## src/rtl/nfc_pkg.sv

```systemverilog
`timescale 1ns/1ps
package nfc_pkg;

    typedef enum logic [1:0] {
        CYC_CMD,
        CYC_ADDR,
        CYC_DATA,
        CYC_NONE
    } cyc_kind_t;

    typedef enum logic [2:0] {
        OP_NONE   = 3'd0,
        OP_READ   = 3'd1,
        OP_PROG   = 3'd2,
        OP_ERASE  = 3'd3,
        OP_STATUS = 3'd4,
        OP_ID     = 3'd5,
        OP_RESET  = 3'd6
    } op_t;

    typedef enum logic [2:0] {
        SQ_IDLE,
        SQ_RD_ADDR,
        SQ_PG_ADDR,
        SQ_PG_DATA,
        SQ_ER_ADDR,
        SQ_ER_CONF
    } seq_state_t;

    localparam logic [7:0] CMD_READ        = 8'h00;
    localparam logic [7:0] CMD_RESET       = 8'hFF;
    localparam logic [7:0] CMD_PROG_SETUP  = 8'h80;
    localparam logic [7:0] CMD_PROG_GO     = 8'h10;
    localparam logic [7:0] CMD_ERASE_SETUP = 8'h60;
    localparam logic [7:0] CMD_ERASE_GO    = 8'hD0;
    localparam logic [7:0] CMD_STATUS      = 8'h70;
    localparam logic [7:0] CMD_ID          = 8'h90;

    localparam int STAT_RDY_BIT  = 6;
    localparam int STAT_FAIL_BIT = 0;

endpackage

```

## src/rtl/nfc_bus_capture.sv

```systemverilog
`timescale 1ns/1ps
module nfc_bus_capture
    import nfc_pkg::*;
#(
    parameter int IO_W = 8
) (
    input  logic            clk,
    input  logic            rst_n,
    input  logic            ce_n,
    input  logic            we_n,
    input  logic            cle,
    input  logic            ale,
    input  logic [IO_W-1:0] io,
    output logic            cyc_valid,
    output cyc_kind_t       cyc_kind,
    output logic [IO_W-1:0] cyc_byte
);

    logic            armed;
    logic            hold_cle;
    logic            hold_ale;
    logic [IO_W-1:0] hold_io;

    // Hold the bus while the strobe is low; fire once when it rises.
    always_ff @(posedge clk) begin
        if (!rst_n) begin
            armed     <= 1'b0;
            cyc_valid <= 1'b0;
            hold_cle  <= 1'b0;
            hold_ale  <= 1'b0;
            hold_io   <= '0;
        end else begin
            cyc_valid <= 1'b0;
            if (ce_n) begin
                armed <= 1'b0;
            end else if (!we_n) begin
                armed    <= 1'b1;
                hold_cle <= cle;
                hold_ale <= ale;
                hold_io  <= io;
            end else if (armed) begin
                armed     <= 1'b0;
                cyc_valid <= 1'b1;
            end
        end
    end

    always_comb begin
        unique case ({hold_cle, hold_ale})
            2'b10:   cyc_kind = CYC_CMD;
            2'b01:   cyc_kind = CYC_ADDR;
            2'b00:   cyc_kind = CYC_DATA;
            default: cyc_kind = CYC_NONE;
        endcase
    end

    assign cyc_byte = hold_io;

endmodule

```

## src/rtl/nfc_seq_fsm.sv

```systemverilog
`timescale 1ns/1ps
module nfc_seq_fsm
    import nfc_pkg::*;
#(
    parameter int IO_W         = 8,
    parameter int COL_W        = 7,
    parameter int ROW_W        = 12,
    parameter int BLK_ROW_BITS = 5,
    localparam int ADDR_W      = ROW_W + COL_W,
    localparam int ROW_HI_W    = ROW_W - IO_W,
    localparam int BLK_ZERO_W  = BLK_ROW_BITS + COL_W
) (
    input  logic              clk,
    input  logic              rst_n,
    input  logic              cyc_valid,
    input  cyc_kind_t         cyc_kind,
    input  logic [IO_W-1:0]   cyc_byte,
    input  logic              be_busy,
    output logic              req_valid,
    output op_t               req_op,
    output logic [ADDR_W-1:0] req_addr,
    output logic              data_valid,
    output logic [IO_W-1:0]   data_byte,
    output logic              be_abort,
    output logic              clr_fail
);

    seq_state_t       state, nxt;
    logic [1:0]       acnt;
    logic [1:0]       slot;
    logic [COL_W-1:0] col_q, col_n;
    logic [ROW_W-1:0] row_q, row_n;
    op_t              act_op;
    logic             act_data;
    logic             act_abort;
    logic             addr_take;
    logic             seq_restart;

    // Next state and the action chosen for this cycle.
    always_comb begin
        nxt         = state;
        act_op      = OP_NONE;
        act_data    = 1'b0;
        act_abort   = 1'b0;
        addr_take   = 1'b0;
        seq_restart = 1'b0;
        if (cyc_valid) begin
            unique case (cyc_kind)
                CYC_CMD: begin
                    if (cyc_byte == CMD_RESET) begin
                        nxt         = SQ_IDLE;
                        act_op      = OP_RESET;
                        act_abort   = be_busy;
                        seq_restart = 1'b1;
                    end else if (cyc_byte == CMD_STATUS) begin
                        act_op = OP_STATUS;
                    end else if (!be_busy) begin
                        seq_restart = 1'b1;
                        case (cyc_byte)
                            CMD_READ:        nxt = SQ_RD_ADDR;
                            CMD_PROG_SETUP:  nxt = SQ_PG_ADDR;
                            CMD_ERASE_SETUP: nxt = SQ_ER_ADDR;
                            CMD_ID: begin
                                nxt    = SQ_IDLE;
                                act_op = OP_ID;
                            end
                            CMD_PROG_GO: begin
                                nxt = SQ_IDLE;
                                if (state == SQ_PG_DATA) act_op = OP_PROG;
                            end
                            CMD_ERASE_GO: begin
                                nxt = SQ_IDLE;
                                if (state == SQ_ER_CONF) act_op = OP_ERASE;
                            end
                            default: nxt = SQ_IDLE;
                        endcase
                    end
                end
                CYC_ADDR: begin
                    if (!be_busy) begin
                        unique case (state)
                            SQ_RD_ADDR: begin
                                addr_take = 1'b1;
                                if (acnt == 2'd2) begin
                                    nxt    = SQ_IDLE;
                                    act_op = OP_READ;
                                end
                            end
                            SQ_PG_ADDR: begin
                                addr_take = 1'b1;
                                if (acnt == 2'd2) nxt = SQ_PG_DATA;
                            end
                            SQ_ER_ADDR: begin
                                addr_take = 1'b1;
                                if (acnt == 2'd1) nxt = SQ_ER_CONF;
                            end
                            default: ;
                        endcase
                    end
                end
                CYC_DATA: begin
                    if (!be_busy && state == SQ_PG_DATA) act_data = 1'b1;
                end
                default: ;
            endcase
        end
    end

    // Erase skips the column byte, so its first byte lands in slot 1.
    assign slot = (state == SQ_ER_ADDR) ? acnt + 2'd1 : acnt;

    always_comb begin
        col_n = col_q;
        row_n = row_q;
        if (addr_take) begin
            case (slot)
                2'd0:    col_n = cyc_byte[COL_W-1:0];
                2'd1:    row_n[IO_W-1:0] = cyc_byte;
                2'd2:    row_n[ROW_W-1:IO_W] = cyc_byte[ROW_HI_W-1:0];
                default: ;
            endcase
        end
    end

    // State register and sequence bookkeeping.
    always_ff @(posedge clk) begin
        if (!rst_n) begin
            state <= SQ_IDLE;
            acnt  <= 2'd0;
            col_q <= '0;
            row_q <= '0;
        end else begin
            state <= nxt;
            col_q <= col_n;
            row_q <= row_n;
            if (seq_restart || nxt != state) acnt <= 2'd0;
            else if (addr_take)              acnt <= acnt + 2'd1;
        end
    end

    // Registered outputs to the back end.
    always_ff @(posedge clk) begin
        if (!rst_n) begin
            req_valid  <= 1'b0;
            req_op     <= OP_NONE;
            req_addr   <= '0;
            data_valid <= 1'b0;
            data_byte  <= '0;
            be_abort   <= 1'b0;
            clr_fail   <= 1'b0;
        end else begin
            req_valid  <= (act_op != OP_NONE);
            req_op     <= act_op;
            if (act_op == OP_ERASE)
                req_addr <= {row_n[ROW_W-1:BLK_ROW_BITS], {BLK_ZERO_W{1'b0}}};
            else
                req_addr <= {row_n, col_n};
            data_valid <= act_data;
            data_byte  <= cyc_byte;
            be_abort   <= act_abort;
            clr_fail   <= (act_op == OP_RESET);
        end
    end

endmodule

```

## src/rtl/nfc_status_reg.sv

```systemverilog
`timescale 1ns/1ps
module nfc_status_reg
    import nfc_pkg::*;
#(
    parameter int IO_W = 8
) (
    input  logic            clk,
    input  logic            rst_n,
    input  logic            be_busy,
    input  logic            be_done,
    input  logic            be_fail,
    input  logic            clr_fail,
    output logic [IO_W-1:0] status_byte
);

    logic fail_q;

    always_ff @(posedge clk) begin
        if (!rst_n)        fail_q <= 1'b0;
        else if (clr_fail) fail_q <= 1'b0;
        else if (be_done)  fail_q <= be_fail;
    end

    always_comb begin
        status_byte                = '0;
        status_byte[STAT_RDY_BIT]  = !be_busy;
        status_byte[STAT_FAIL_BIT] = fail_q;
    end

endmodule

```

## src/rtl/nand_cmd_front.sv

```systemverilog
`timescale 1ns/1ps
module nand_cmd_front
    import nfc_pkg::*;
#(
    parameter int IO_W         = 8,
    parameter int COL_W        = 7,
    parameter int ROW_W        = 12,
    parameter int BLK_ROW_BITS = 5,
    localparam int ADDR_W      = ROW_W + COL_W
) (
    input  logic              clk,
    input  logic              rst_n,
    input  logic              bus_ce_n,
    input  logic              bus_we_n,
    input  logic              bus_cle,
    input  logic              bus_ale,
    input  logic [IO_W-1:0]   bus_io,
    input  logic              be_busy,
    input  logic              be_done,
    input  logic              be_fail,
    output logic              req_valid,
    output logic [2:0]        req_op,
    output logic [ADDR_W-1:0] req_addr,
    output logic              data_valid,
    output logic [IO_W-1:0]   data_byte,
    output logic              be_abort,
    output logic [IO_W-1:0]   status_byte
);

    logic            cyc_valid;
    cyc_kind_t       cyc_kind;
    logic [IO_W-1:0] cyc_byte;
    op_t             op_q;
    logic            clr_fail;

    nfc_bus_capture #(.IO_W(IO_W)) u_cap (
        .clk       (clk),
        .rst_n     (rst_n),
        .ce_n      (bus_ce_n),
        .we_n      (bus_we_n),
        .cle       (bus_cle),
        .ale       (bus_ale),
        .io        (bus_io),
        .cyc_valid (cyc_valid),
        .cyc_kind  (cyc_kind),
        .cyc_byte  (cyc_byte)
    );

    nfc_seq_fsm #(
        .IO_W         (IO_W),
        .COL_W        (COL_W),
        .ROW_W        (ROW_W),
        .BLK_ROW_BITS (BLK_ROW_BITS)
    ) u_fsm (
        .clk        (clk),
        .rst_n      (rst_n),
        .cyc_valid  (cyc_valid),
        .cyc_kind   (cyc_kind),
        .cyc_byte   (cyc_byte),
        .be_busy    (be_busy),
        .req_valid  (req_valid),
        .req_op     (op_q),
        .req_addr   (req_addr),
        .data_valid (data_valid),
        .data_byte  (data_byte),
        .be_abort   (be_abort),
        .clr_fail   (clr_fail)
    );

    nfc_status_reg #(.IO_W(IO_W)) u_stat (
        .clk         (clk),
        .rst_n       (rst_n),
        .be_busy     (be_busy),
        .be_done     (be_done),
        .be_fail     (be_fail),
        .clr_fail    (clr_fail),
        .status_byte (status_byte)
    );

    assign req_op = op_q;

endmodule

```

## config.mk

```make
export PLATFORM = sky130hd
export DESIGN_NAME = nand_cmd_front
export DESIGN_NICKNAME = d
export VERILOG_FILES = /design/src/rtl/nfc_pkg.sv /design/src/rtl/nfc_bus_capture.sv /design/src/rtl/nfc_seq_fsm.sv /design/src/rtl/nfc_status_reg.sv /design/src/rtl/nand_cmd_front.sv
export SDC_FILE = /design/constraint.sdc
export NUM_CORES = 1
export LEC_CHECK = 0
export ABC_CLOCK_PERIOD_IN_PS = 1900
export CAP_MARGIN = 20
export CORE_MARGIN = 4
export CORE_UTILIZATION = 30
export DETAILED_ROUTE_END_ITERATION = 8
export DONT_BUFFER_PORTS = 1
export GPL_TIMING_DRIVEN = 0
export HOLD_SLACK_MARGIN = 0.05
export PLACE_DENSITY = 0.52
export REMOVE_ABC_BUFFERS = 1
export SYNTH_ARGS = -nofsm -noshare
export SYNTH_HDL_FRONTEND = slang
export SYNTH_SLANG_ARGS = --single-unit
```

## constraint.sdc

```tcl
create_clock -name clk -period 1.9 [get_ports clk]
set_input_delay 0.19 -clock clk [delete_from_list [all_inputs] [get_ports clk]]
set_output_delay 0.19 -clock clk [all_outputs]
set_load 0.005 [all_outputs]
```

# After elaboration in Yosys (flattened, before gate mapping)
# Cells that the tools add are included.
# op_classes
div_mod_pow	0
bitwise	3
mul	0
n_reduce_logical	17
magnitude_cmp	0
shift	0
mux	41
add_sub_neg	1
n_eq_ne	23
# ops
cell	n
3-bit 2-to-1 mux	14
8-bit == test, second input constant	4
3-bit case mux with 3 select lines	3
8-bit by 7-bit == test with 1-bit output, second input constant	2
7-bit 2-to-1 mux	2
1-bit 2-to-1 mux	13
12-bit 2-to-1 mux	1
3-bit case mux with 2 select lines	2
3-bit by 2-bit == test with 1-bit output, second input constant	3
3-bit == test, second input constant	3
2-bit by 1-bit == test with 1-bit output, second input constant	4
2-bit == test, second input constant	4
8-bit by 5-bit == test with 1-bit output, second input constant	1
8-bit zero test	1
8-bit 2-to-1 mux	1
2-bit OR reduction	4
2-bit zero test	3
2-bit 2-to-1 mux	3
2-bit case mux with 3 select lines	1
3-bit OR reduction	2
4-bit 2-to-1 mux	1
4-bit AND reduction	1
3-bit by 1-bit == test with 1-bit output, second input constant	1
3-bit != test	1
other kinds (8)	10
# word_totals
ff_bits	71
output_inout_bits	41
in_bits	17
mem_count	0
mem_bits_rw	0
word_cells	103
mem_bits_ro	0
latch_bits	0

# Logic depth before layout (Yosys ltp)
# Gate-level depths: netlist of run 1.
# logic_depth
depth_word	10
depth_mapped	8
depth_no_buf	7

# By module
# From an unflattened synthesis of run 1, not the netlist that was laid out.
# hier_totals
cells_unflattened	281
hier_area_um2	2725.1
# modules_own_cells
module	cells_each	instances	seq_area_each_um2	area_per_inst_um2
nfc_seq_fsm	215	1	1021.0	2129.5
nfc_bus_capture	54	1	240.2	493.0
nfc_status_reg	12	1	20.0	102.6

# Worst setup path after synthesis of run 1
# No wires, ideal clock.
# synth_path
path_kind	register to register
start	reg u_cap.hold_io[3], in the netlist u_cap.cyc_byte[3]
end	reg u_fsm.req_addr[6]
setup_time_ps	121
required_time_ps	1779
path_buffers	1
arrival_ps	1942
path_stages_with_launch	7
period_less_slack_ps	2063
path_slack_ps	-163
cell_sequence	dfxtp_1 > or4_4 > nor3_1 > a41oi_1 > nor4_1 > buf_2 > nor3b_1
# synth_via
elab_chain_len	9
word_cells_on_any_way	13
cone_classes	6 x eq/ne; 6 x mux; 1 x reduce/logical
# synth_lines
item	line_no	source
start, declared	nfc_bus_capture.sv:22	logic [IO_W-1:0] hold_io;
start signal, assigned	nfc_bus_capture.sv:40	hold_io <= io;
8-bit == test / 8-bit by 5-bit == test with 1-bit output (equally long branches)	nfc_seq_fsm.sv:59	case (cyc_byte)
3-bit case mux with 3 select lines	nfc_seq_fsm.sv:59	
3-bit 2-to-1 mux	nfc_seq_fsm.sv:57	end else if (!be_busy) begin
3-bit 2-to-1 mux	nfc_seq_fsm.sv:55	end else if (cyc_byte == CMD_STATUS) begin
3-bit 2-to-1 mux (*)	nfc_seq_fsm.sv:50	if (cyc_byte == CMD_RESET) begin
3-bit case mux with 2 select lines (*)	nfc_seq_fsm.sv:48	unique case (cyc_kind)
3-bit 2-to-1 mux (*)	nfc_seq_fsm.sv:47	if (cyc_valid) begin
3-bit by 2-bit == test with 1-bit output (*)	nfc_seq_fsm.sv:154	if (act_op == OP_ERASE)
2-bit OR reduction (no source line) (*)	n/a	
end signal, assigned	nfc_seq_fsm.sv:155	req_addr <= {row_n[ROW_W-1:BLK_ROW_BITS], {BLK_ZERO_W{1'b0}}};
end signal, assigned	nfc_seq_fsm.sv:157	req_addr <= {row_n, col_n};
end, declared	nfc_seq_fsm.sv:21	output logic [ADDR_W-1:0] req_addr,
# Mark *: on every way between the ends. The rest lies on a longest branch, timed or not.
# A chain may end at the register's enable or synchronous reset.

# Final worst setup path of run 1
# layout_path
start	reg u_cap.hold_io[3], in the netlist u_cap.cyc_byte[3]
end	reg u_fsm.acnt[1]
# layout_via
elab_chain_len	10
word_cells_on_any_way	18
cone_classes	5 x eq/ne; 10 x mux; 3 x reduce/logical
# layout_lines
item	line_no	source
8-bit by 7-bit == test with 1-bit output, or another cell as far along	nfc_seq_fsm.sv:59	
3-bit case mux with 3 select lines	nfc_seq_fsm.sv:59	
3-bit 2-to-1 mux	nfc_seq_fsm.sv:57	
3-bit 2-to-1 mux	nfc_seq_fsm.sv:55	
3-bit 2-to-1 mux	nfc_seq_fsm.sv:50	
3-bit case mux with 2 select lines	nfc_seq_fsm.sv:48	
3-bit 2-to-1 mux	nfc_seq_fsm.sv:47	
3-bit != test	nfc_seq_fsm.sv:136	if (seq_restart || nxt != state) acnt <= 2'd0;
1-bit logical OR (*)	nfc_seq_fsm.sv:136	
2-bit OR reduction (no source line) (*)	n/a	
end signal, assigned	nfc_seq_fsm.sv:137	else if (addr_take) acnt <= acnt + 2'd1;
end, declared	nfc_seq_fsm.sv:29	logic [1:0] acnt;
# Marked as above.

==> summary.txt, run 1 <==
Timing
  • Final Max Tran Viols: 0
  • Slew headroom: 67.5%
  • Final WS setup: -0.129 ns
  • Hold Violations, Final: 0
  • Final period utilization: 107%
  • Post-route minimum period: 2.03 ns
  • Max Fclk: 493 MHz
  • Worst clock skew: 0.00823 ns
  • Worst slew pin tran: 0.481 ns
  • RSZ-0062 raised after global routing: true
  • Final setup vio count: 17

Setup path
  • Max FO, Critical Path: 4
  • Cell Chain, Critical Path: or4_4, or3_4, o32ai_4, mux2i_1, nor4_1
  • R2R Path Start: u_cap.cyc_byte[3]$_SDFFE_PN0P_
  • End point of the critical path: u_fsm.acnt[1]$_SDFFE_PP0P_
  • Worst R2R End: u_fsm.acnt[1]$_SDFFE_PP0P_
  • Crit. Startpoint: u_cap.cyc_byte[3]$_SDFFE_PN0P_
  • Crit end category: register
  • Kind of critical path: reg2reg
  • Startpoint Class: register
  • R2R setup slack: -0.13 ns
  • Worst reg-to-reg path cell count: 5
  • Slowest CP cell: or4_4
  • CP arrival: 2.24 ns
  • Critical Path RT: 2.12 ns
  • Slowest cell delay on critical path: 0.56 ns

Detailed routing
  • Antenna Violating Nets Remaining: 0
  • Routed wire length: 6.51 mm
  • Vias per cell: 4.81
  • 1st-iter DRT viols: 94
  • Remaining DRCs: 0
  • Via count: 1988
  • WL/cell: 15.8 um
  • DRT Pass-1 Iters: 4

Yosys
  • Synth cell types: 51
  • Yosys top cell by area: dfxtp_1
  • Adder-cell share of the synthesized area: 2.28%
  • Synth async-reset ratio: 0%
  • Post-synthesis compound-gate area fraction: 9.22%
  • Synth Area in XOR/XNOR: 0.639%
  • Top-area cell type share of the netlist area: 46.7%
  • #FFs+latches synth: 64
  • Post-synth EDFFs: 0
  • Post-synthesis mux area share: 8.40%
  • Ranking of synthesized cells by area: dfxtp_1, mux2i_1, nor2b_1
  • Predominant post-synthesis flop cell: dfxtp_1
  • Seq/Total Area, Yosys: 46.7%
  • Syn Std Cell Area: 2740 um2
  • Largest family of logic cells by synthesized area: simple AND/OR/NAND/NOR gates
  • Post-Synthesis Cells: 292
  • Simple-gate portion of the synthesized area: 24.4%
  • Avg Inst Size Synth: 9.39 um2
  • YS warnings: 0

Floorplan
  • Starting Density: 31.1%
  • Die area: 10700 um2
  • Row count: 34
  • Die width: 104 um
  • I/O Pins: 58
  • Die H: 104 um
  • Floorplan core area: 8810 um2

GRT
  • GRT Util Overall: 12.2%
  • Largest net degree at the start of global routing: 46
  • Grt ovf: 0
  • Initial antenna violation count: 0
  • First-pass GRT wire length: 10.5 mm
  • Number of global-route vias before repair: 1991

Power and ir drop
  • PD cells: 780 nW/um2
  • Clock power frac: 39.7%
  • Sequential power share: 54.1%
  • Cell internal pwr: 1940 uW
  • Maximum vdd drop: 0.000497 V
  • Tot Pwr: 2590 uW
  • P_sw: 643 uW
  • Leakage power: 0.00127 uW
  • Switching part of the total: 24.8%
  • Logic gate share of total power: 6.2%

Final layout
  • Finished Layout Cells: 413
  • N_diodes: 0
  • Fillers: 863
  • Most frequent cells in the layout: dfxtp_1, nand2_1, nor2b_1
  • # nets final: 322
  • Commonest non-fill, non-tap cell in the layout: dfxtp_1
  • Syn-to-layout area delta: 20.9%
  • Layout cells sized above 1: 20.0%

Clocking
  • Clk sinks: 64
  • Clk root buf: clkbuf_8
  • Worst-path clk slew: 0.07 ns
  • CTS H-tree lvls: 3
  • Inserted Clock Buffers: 9
  • Bufs on Longest Clock Path: 2
  • CTS tree: built
  • Worst skew pair latency: 0.34 ns

Placed design
  • Buffers on Ports: 0
  • Dpl hpwl: 4.18 mm
  • RD Place Congestion: 0.852
  • Placed cell count: 375

Run status
  • Status: complete, but fails checks
  • Failing checks: setup timing

Worst hold path
  • Hold/Removal Path Class: in2reg

Job
  • Total of max-cap violations: 0
-- worst min-delay path by stage --
stage                         from                             to  slack [ns]  depth (start not counted)
after floorplan              rst_n  u_fsm.data_byte[5]$_SDFF_PN0_        0.31                          2
after global placement     be_busy      u_fsm.be_abort$_SDFF_PN0_        0.33                          2
after detailed placement     rst_n  u_fsm.data_byte[5]$_SDFF_PN0_        0.32                          2
after CTS                 bus_ce_n    u_cap.hold_ale$_SDFFE_PN0P_        0.05                          3
after global routing      bus_ce_n    u_cap.hold_ale$_SDFFE_PN0P_        0.07                          3
final                     bus_ce_n    u_cap.hold_ale$_SDFFE_PN0P_        0.06                          3
-- critical path: cells and delay by family (launching register included) --
| family | cells | cell delay [ns] |
|---|---|---|
| mux | 1 | 0.29 |
| simple gates | 3 | 1.02 |
| compound gates | 1 | 0.24 |
| flops | 1 | 0.36 |
-- registers in the layout, summed over array words and instances (netlist names), 2 cells and up --
name             count
u_fsm.col_q          7
u_fsm.acnt           2
u_fsm.data_byte      8
u_fsm.state          3
u_fsm.row_q          5
u_fsm.req_op         3
u_cap.cyc_byte       8
u_fsm.req_addr      19
-- stage by stage --
step / hold slack [ns] / util (%) / instance area [um2] / setup TNS (ns) / setup slack, ns
2_1_floorplan: 0.306 / - / 2590 / -7.90 / -0.675
3_3_place_gp: 0.328 / 30.9 / 2720 / -24.85 / -1.85
3_5_place_dp: 0.323 / 31.1 / 2740 / -11.73 / -0.668
4_1_cts: 0.0537 / 37.0 / 3250 / -1.13 / -0.102
5_1_grt: 0.0722 / 37.7 / 3320 / -3.00 / -0.215
6_report: 0.0643 / 37.7 / 3320 / -1.63 / -0.129
-- logic make-up (layout without fill, tap and decap cells) --
| group | after synthesis | after routing |
|---|---|---|
| and+or+nand+nor | 116 | 116 |
| DFF | 64 | 64 |
| buffers and inverters | 45 | 53 |
| AOI/OAI and AO/OA | 36 | 36 |
| muxes | 23 | 23 |
| adders and majority gates | 5 | 5 |
| xor gates and xnor gates | 2 | 2 |
| other | 1 | 6 |
-- power by group through the flow --
stage                     Sequential [uW]  Combinational (uW)  Clock [uW]
final                                1400                 159        1030
after global routing                 1400                 175        1130
after CTS                            1400                 150        1060
after detailed placement             1430                91.3           0
after global placement               1430                90.5           0
after floorplan                      1420                74.2           0
-- layer usage --
| metal | GRT usage (%) | share of wire (%) | up-vias |
|---|---|---|---|
| li1 | - | - | 995 |
| met1 | 15.8 | 48 | 936 |
| met2 | 18.6 | 47 | 48 |
| met3 | 2.99 | 3.6 | 9 |
| met4 | 7.03 | 2.2 | 0 |
| met5 | 0 | 0 | - |
-- synth_stat cells, types with 3 or more instances --
cell type and n:
o21ai_0 4, clkbuf_1 14, nor2b_1 24, a21boi_0 4, nand3_1 3, a21oi_1 10, nor4_1 5, inv_1 14
ha_1 5, mux2i_1 23, dfxtp_1 64, buf_4 14, nand2_1 27, nor3_1 3, or3_1 3, nor3b_1 10
buf_2 3, nand4_1 4, nor2_1 16
-- layout make-up --
class,instances,area (um2),share of cell area [%]
tap,108,135,4.08
inverter,14,52.6,1.58
sequential,64,1310,39.5
clock buffer,11,141,4.26
multi-input combinational,188,1410,42.4
clock inverter,5,32.5,0.981
timing repair buffer,23,236,7.13
-- timing repair --
action                                  in CTS  in global routing
hold buffers                                15                  0
gates resized for setup                     31                 15
hold endpoints to repair                    53                  0
pin swaps                                    9                  2
endpoints found under the setup margin      37                 34
buffers inserted                             6                  1
No activity file was read; power rests on OpenSTA's default activity.
==> inputs of run 2 (changes only) <==
--- a/config.mk
+++ b/config.mk
@@ -5,15 +5,17 @@
 export SDC_FILE = /design/constraint.sdc
 export NUM_CORES = 1
 export LEC_CHECK = 0
-export ABC_CLOCK_PERIOD_IN_PS = 1900
+export ABC_CLOCK_PERIOD_IN_PS = 1700
 export CAP_MARGIN = 20
+export CELL_PAD_IN_SITES_DETAIL_PLACEMENT = 1
+export CELL_PAD_IN_SITES_GLOBAL_PLACEMENT = 2
 export CORE_MARGIN = 4
 export CORE_UTILIZATION = 30
 export DETAILED_ROUTE_END_ITERATION = 8
 export DONT_BUFFER_PORTS = 1
 export GPL_TIMING_DRIVEN = 0
 export HOLD_SLACK_MARGIN = 0.05
-export PLACE_DENSITY = 0.52
+export PLACE_DENSITY = 0.74
 export REMOVE_ABC_BUFFERS = 1
 export SYNTH_ARGS = -nofsm -noshare
 export SYNTH_HDL_FRONTEND = slang
==> constraint.sdc (replaced) <==
create_clock -name clk -period 1.7 [get_ports clk]
set_input_delay 0.17 -clock clk [delete_from_list [all_inputs] [get_ports clk]]
set_output_delay 0.17 -clock clk [all_outputs]
set_load 0.005 [all_outputs]
==> summary.txt, run 2 (synthesized netlist as in run 1, its figures left out) <==
Setup path
  • Startpoint Class: register
  • CP arrival: 2.33 ns (+0.09 ns)
  • Max FO, Critical Path: 5 (+1)
  • Slowest cell delay on critical path: 0.58 ns (+0.02 ns)
  • Slowest CP cell: or4_4
  • Crit end category: register
  • Crit. Startpoint: u_cap.cyc_byte[3]$_SDFFE_PN0P_
  • Crit-path most repeated cell: buf_4
  • Kind of critical path: reg2reg
  • Critical Path RT: 1.94 ns (-0.18 ns)
  • R2R Path Start: u_cap.cyc_byte[3]$_SDFFE_PN0P_
  • Cell Chain, Critical Path: or4_4, nor3_4, buf_4, a41oi_4, nor4_4, buf_4, buf_6, nor3b_1
  • R2R setup slack: -0.39 ns (-0.26 ns)

Clocking
  • Worst-path clk slew: 0.08 ns (about the same)
  • Clk root buf: clkbuf_8
  • CTS H-tree lvls: 3 (unchanged)
  • Worst skew pair latency: 0.35 ns (about the same)
  • CTS tree: built
  • Clk sinks: 64 (unchanged)
  • Bufs on Longest Clock Path: 2 (unchanged)
  • Inserted Clock Buffers: 9 (unchanged)

Detailed routing
  • Antenna Violating Nets Remaining: 0 (unchanged)
  • Vias per cell: 4.94 (+2.7%)
  • 1st-iter DRT viols: 95 (+1.1%)
  • Via count: 2121 (+6.7%)
  • WL/cell: 17.3 um (+9.5%)
  • Remaining DRCs: 0 (unchanged)
  • Routed wire length: 7.40 mm (+14%)
  • DRT Pass-1 Iters: 4 (unchanged)

Floorplan
  • I/O Pins: 58 (unchanged)
  • Die H: 104 um (unchanged)
  • Row count: 34 (unchanged)
  • Floorplan core area: 8810 um2 (unchanged)
  • Die width: 104 um (unchanged)
  • Starting Density: 31.1% (unchanged)
  • Die area: 10700 um2 (unchanged)

Placed design
  • Dpl hpwl: 4.52 mm (+8.3%)
  • Pre-CTS setup slack: -0.801 ns (-0.133 ns)
  • Cell Area, Placed: 2740 um2 (unchanged)
  • RD Place Congestion: 0.793 (-6.9%)
  • Buffers on Ports: 0 (unchanged)

Timing
  • Final WS setup: -0.393 ns (-0.264 ns)
  • Final period utilization: 123% (+16 points)
  • RSZ-0062 raised after global routing: true
  • Worst slew pin tran: 0.525 ns (+0.0445 ns)
  • Hold Violations, Final: 0 (unchanged)
  • Worst clock skew: 0.00956 ns (+0.00133 ns)
  • Final setup vio count: 29 (+12)
  • Max Fclk: 478 MHz (-3.1%)
  • WHS: 0.0588 ns (-0.00550 ns)
  • Slew headroom: 64.5% (-3.0 points)
  • Post-route minimum period: 2.09 ns (+0.0642 ns)
  • Final Max Tran Viols: 0 (unchanged)

Final layout
  • Commonest non-fill, non-tap cell in the layout: dfxtp_1
  • Largest reg by FF count: u_fsm.req_addr
  • Most frequent cells in the layout: dfxtp_1, nand2_1, nor2b_1
  • Final instance area: 3640 um2 (+9.8%)
  • Layout cells sized above 1: 30.2% (+10 points)
  • N_diodes: 0 (unchanged)
  • # nets final: 338 (+5.0%)
  • Max reg flops: 19 (unchanged)
  • Syn-to-layout area delta: 32.8%

Run status
  • Status: complete, but fails checks
  • Failing checks: setup timing

Worst hold path
  • Hold/Removal Path Class: in2reg
  • HP Start: be_fail

GRT
  • GRT Util Overall: 13.6% (+1.4 points)
  • Largest net degree at the start of global routing: 46 (unchanged)
  • Grt ovf: 0 (unchanged)
  • First-pass GRT wire length: 11.9 mm (+13%)
  • Number of global-route vias before repair: 2182 (+9.6%)
  • Initial antenna violation count: 0 (unchanged)

Power and ir drop
  • Tot Pwr: 3270 uW (+26%)
  • Maximum vdd drop: 0.000524 V (+5.3%)
  • PD cells: 898 nW/um2 (+15%)
  • Leakage power: 0.00136 uW (+7.6%)

Job
  • Total of max-cap violations: 0 (unchanged)
-- run 2: where the power goes --
| group | switching, uW | internal, uW |
|---|---|---|
| logic | 98.3 | 97.1 |
| registers | 50.4 | 1520 |
| clock network | 659 | 842 |
-- run 2: repair_timing --
item	4_1_cts	5_1_grt
gates resized for setup	56	26
hold endpoints to repair	55	0
hold buffers	17	0
cloned	1	0
endpoints found under the setup margin	40	41
setup buffers	11	9
pin swaps	12	8
-- run 2: area by class of cell --
cell class	instances	area (um2)
sequential	64	1320
tap	108	135
clock buffer	9	124
fill	961	5170
multi-input combinational	188	1520
timing repair buffer	39	384
inverter	14	52.6
clock inverter	7	105
-- run 2: critical path, delay by kind of cell, from the launching register on --
family                 cells  cell delay (ns)
and+or+nand+nor            4             1.00
buffers and inverters      3             0.47
DFF                        1             0.36
AOI/OAI and AO/OA          1             0.16
-- run 2: path summary, 6_finish.rpt --
kind / to / depth (start not counted)
setup / recovery: u_fsm.req_addr[1]$_SDFF_PP0_ / 8
hold / removal: u_stat.fail_q$_SDFFE_PP0P_ / 2
setup reg to reg: u_fsm.req_addr[1]$_SDFF_PP0_ / 8
hold reg to reg: u_stat.fail_q$_SDFFE_PP0P_ / 1
-- run 2: routing by layer --
layer / part of all wire (%) / vias up / global-route usage [%]
met3: 3.5 / 10 / 3.79
met5: 0 / - / 0
met1: 44 / 1039 / 16.7
met4: 1.9 / 0 / 4.56
met2: 51 / 42 / 22.9
li1: - / 1030 / -
-- run 2: metrics by stage --
stage,cells,utilization (%),setup TNS [ns]
2_1_floorplan,266,-,-11.98
3_3_place_gp,374,30.9,-33.64
3_5_place_dp,375,31.1,-19.97
4_1_cts,420,39.4,-5.76
5_1_grt,429,41.3,-9.58
6_report,429,41.3,-6.80
==> inputs of run 3 (changes only) <==
--- a/config.mk
+++ b/config.mk
@@ -8,14 +8,14 @@
 export ABC_CLOCK_PERIOD_IN_PS = 1700
 export CAP_MARGIN = 20
 export CELL_PAD_IN_SITES_DETAIL_PLACEMENT = 1
-export CELL_PAD_IN_SITES_GLOBAL_PLACEMENT = 2
+export CELL_PAD_IN_SITES_GLOBAL_PLACEMENT = 1
 export CORE_MARGIN = 4
 export CORE_UTILIZATION = 30
 export DETAILED_ROUTE_END_ITERATION = 8
 export DONT_BUFFER_PORTS = 1
 export GPL_TIMING_DRIVEN = 0
 export HOLD_SLACK_MARGIN = 0.05
-export PLACE_DENSITY = 0.74
+export PLACE_DENSITY = 0.63
 export REMOVE_ABC_BUFFERS = 1
 export SYNTH_ARGS = -nofsm -noshare
 export SYNTH_HDL_FRONTEND = slang
==> summary.txt, run 3 (synthesized netlist as in run 1, its figures left out) <==
Run status
  • Status: complete, but fails checks
  • Failing checks: setup timing

Setup path
  • Delay-heaviest family, CP: simple AND/OR/NAND/NOR gates
  • Cell Chain, Critical Path: or4_4, or3_4, o32ai_4, mux2i_2, nor4_1
  • Bufs and invs on worst path: 0 (-3)
  • CP arrival: 2.31 ns (-0.02 ns)
  • Slowest cell delay on critical path: 0.58 ns (about the same)
  • Startpoint Class: register
  • Kind of critical path: reg2reg
  • Levels on crit path: 5 (-3)
  • Worst reg-to-reg path cell count: 5 (-3)
  • Max FO, Critical Path: 4 (-1)
  • Slowest CP cell: or4_4
  • Critical Path RT: 1.92 ns (-0.02 ns)
  • Crit end category: register

Clocking
  • CTS tree: built
  • Inserted Clock Buffers: 9 (unchanged)
  • Worst skew pair latency: 0.34 ns (about the same)
  • Clk sinks: 64 (unchanged)
  • Worst-path clk slew: 0.07 ns (about the same)
  • CTS H-tree lvls: 3 (unchanged)
  • Clk root buf: clkbuf_8
  • Bufs on Longest Clock Path: 2 (unchanged)

Detailed routing
  • WL/cell: 17.1 um (-0.87%)
  • Antenna Violating Nets Remaining: 0 (unchanged)
  • Remaining DRCs: 0 (unchanged)
  • Vias per cell: 5.00 (+1.1%)
  • Via count: 2119 (-0.094%)
  • Routed wire length: 7.25 mm (-2.0%)
  • DRT Pass-1 Iters: 4 (unchanged)
  • 1st-iter DRT viols: 67 (-29%)

Floorplan
  • I/O Pins: 58 (unchanged)
  • Die H: 104 um (unchanged)
  • Floorplan core area: 8810 um2 (unchanged)
  • Die width: 104 um (unchanged)
  • Row count: 34 (unchanged)
  • Starting Density: 31.1% (unchanged)
  • Die area: 10700 um2 (unchanged)

GRT
  • Grt ovf: 0 (unchanged)
  • Largest net degree at the start of global routing: 47 (+2.2%)
  • Number of global-route vias before repair: 2152 (-1.4%)
  • GRT Util Overall: 13.5% (-0.059 points)
  • Initial antenna violation count: 0 (unchanged)
  • First-pass GRT wire length: 11.6 mm (-1.9%)

Placed design
  • Placed cell count: 375 (unchanged)
  • Dpl hpwl: 4.44 mm (-1.8%)
  • Cell Area, Placed: 2740 um2 (unchanged)
  • RD Place Congestion: 0.783 (-1.3%)
  • Buffers on Ports: 0 (unchanged)

Final layout
  • Syn-to-layout area delta: 27.0%
  • Area of the multi-input gates: 1450 um2 (-4.4%)
  • Layout cells sized above 1: 25.9% (-4.3 points)
  • Max reg flops: 19 (unchanged)
  • Finished Layout Cells: 424 (-1.2%)
  • Final instance area: 3480 um2 (-4.3%)
  • Commonest non-fill, non-tap cell in the layout: dfxtp_1
  • Largest reg by FF count: u_fsm.req_addr
  • Most frequent cells in the layout: dfxtp_1, nand2_1, nor2b_1
  • # nets final: 335 (-0.89%)
  • Fillers: 973 (+1.2%)
  • N_diodes: 0 (unchanged)
  • FF+latch area: 1320 um2 (-0.19%)

Timing
  • Max Fclk: 477 MHz (about the same)
  • Worst slew pin tran: 0.500 ns (-0.0252 ns)
  • Final WS setup: -0.395 ns (-0.00195 ns)
  • Final period utilization: 123% (about the same)
  • Worst clock skew: 0.00652 ns (-0.00304 ns)
  • Final Max Tran Viols: 0 (unchanged)
  • Final setup vio count: 22 (-24%)
  • Post-route minimum period: 2.10 ns (+0.00195 ns)
  • Slew headroom: 66.2% (+1.7 points)
  • RSZ-0062 raised after global routing: true
  • Hold Violations, Final: 0 (unchanged)

Power and ir drop
  • PD cells: 840 nW/um2 (-6.4%)
  • Leakage power: 0.00135 uW (-1.0%)
  • Maximum vdd drop: 0.000445 V (-15%)

Worst hold path
  • Hold/Removal Path Class: in2reg
  • Hold Path Stages: 2 (unchanged)

Job
  • Total of max-cap violations: 0 (unchanged)
-- run 3: cell types whose count changed in the layout (fill, tap and decap cells not counted), sizes merged --
cell         delta
bufinv          -2
inv             -1
buf             -2
clkbuf          +2
dlygate4sd3     -1
clkinvlp        -1
-- run 3: area by class of cell --
type / count / share of cell area [%]
tap: 108 / 3.88
sequential: 64 / 37.8
clock buffer: 11 / 4.35
clock inverter: 3 / 0.539
timing repair buffer: 36 / 10.2
multi-input combinational: 188 / 41.7
inverter: 14 / 1.51
-- run 3: where the power goes --
part,internal [uW],switching [uW],total (uW)
registers,1520,47.3,1570
clock network,590,566,1160
logic,99.8,97.8,198
total,2210,712,2930
-- run 3: final timing paths --
kind                                   from                    endpoint  slack (ns)
min reg2reg       u_fsm.clr_fail$_SDFF_PN0_  u_stat.fail_q$_SDFFE_PP0P_        0.40
max          u_cap.cyc_byte[3]$_SDFFE_PN0P_  u_fsm.acnt[1]$_SDFFE_PP0P_       -0.40
min                                 be_fail  u_stat.fail_q$_SDFFE_PP0P_        0.06
max reg2reg  u_cap.cyc_byte[3]$_SDFFE_PN0P_  u_fsm.acnt[1]$_SDFFE_PP0P_       -0.40
-- run 3: timing repair --
item	4_1_cts	5_1_grt
resized for setup	46	21
cloned	1	0
hold buffers	16	0
hold endpoints to repair	55	0
pin swaps	7	8
buffers inserted	12	6
setup endpoints to repair	40	41
-- run 3: stage by stage --
| stage | total power [uW] | hold WS (ns) | util (%) | setup TNS [ns] | worst slack [ns] |
|---|---|---|---|---|---|
| 3_3_place_gp | 1710 | 0.306 | 30.9 | -33.77 | -2.04 |
| 4_1_cts | 2930 | 0.0656 | 38.1 | -5.46 | -0.359 |
| 2_1_floorplan | 1670 | 0.286 | - | -11.98 | -0.875 |
| 6_report | 2930 | 0.0638 | 39.5 | -6.10 | -0.395 |
| 5_1_grt | 3060 | 0.0696 | 39.5 | -8.72 | -0.437 |
| 3_5_place_dp | 1710 | 0.314 | 31.1 | -19.90 | -0.839 |
-- run 3: worst reg2reg max path, cell delays in order, from the launching register on --
cell     delay, ns
dfxtp_4       0.35
or4_4         0.58
or3_4         0.38
o32ai_4       0.28
mux2i_2       0.30
nor4_1        0.09
-- run 3: per-layer routing --
metal | GRT usage (%) | vias up | share of wire [%]
met4 | 5.13 | 0 | 1.4
met1 | 17.5 | 1044 | 45
met3 | 3.30 | 7 | 4.0
met5 | 0 | - | 0
li1 | - | 1024 | -
met2 | 21.9 | 44 | 50
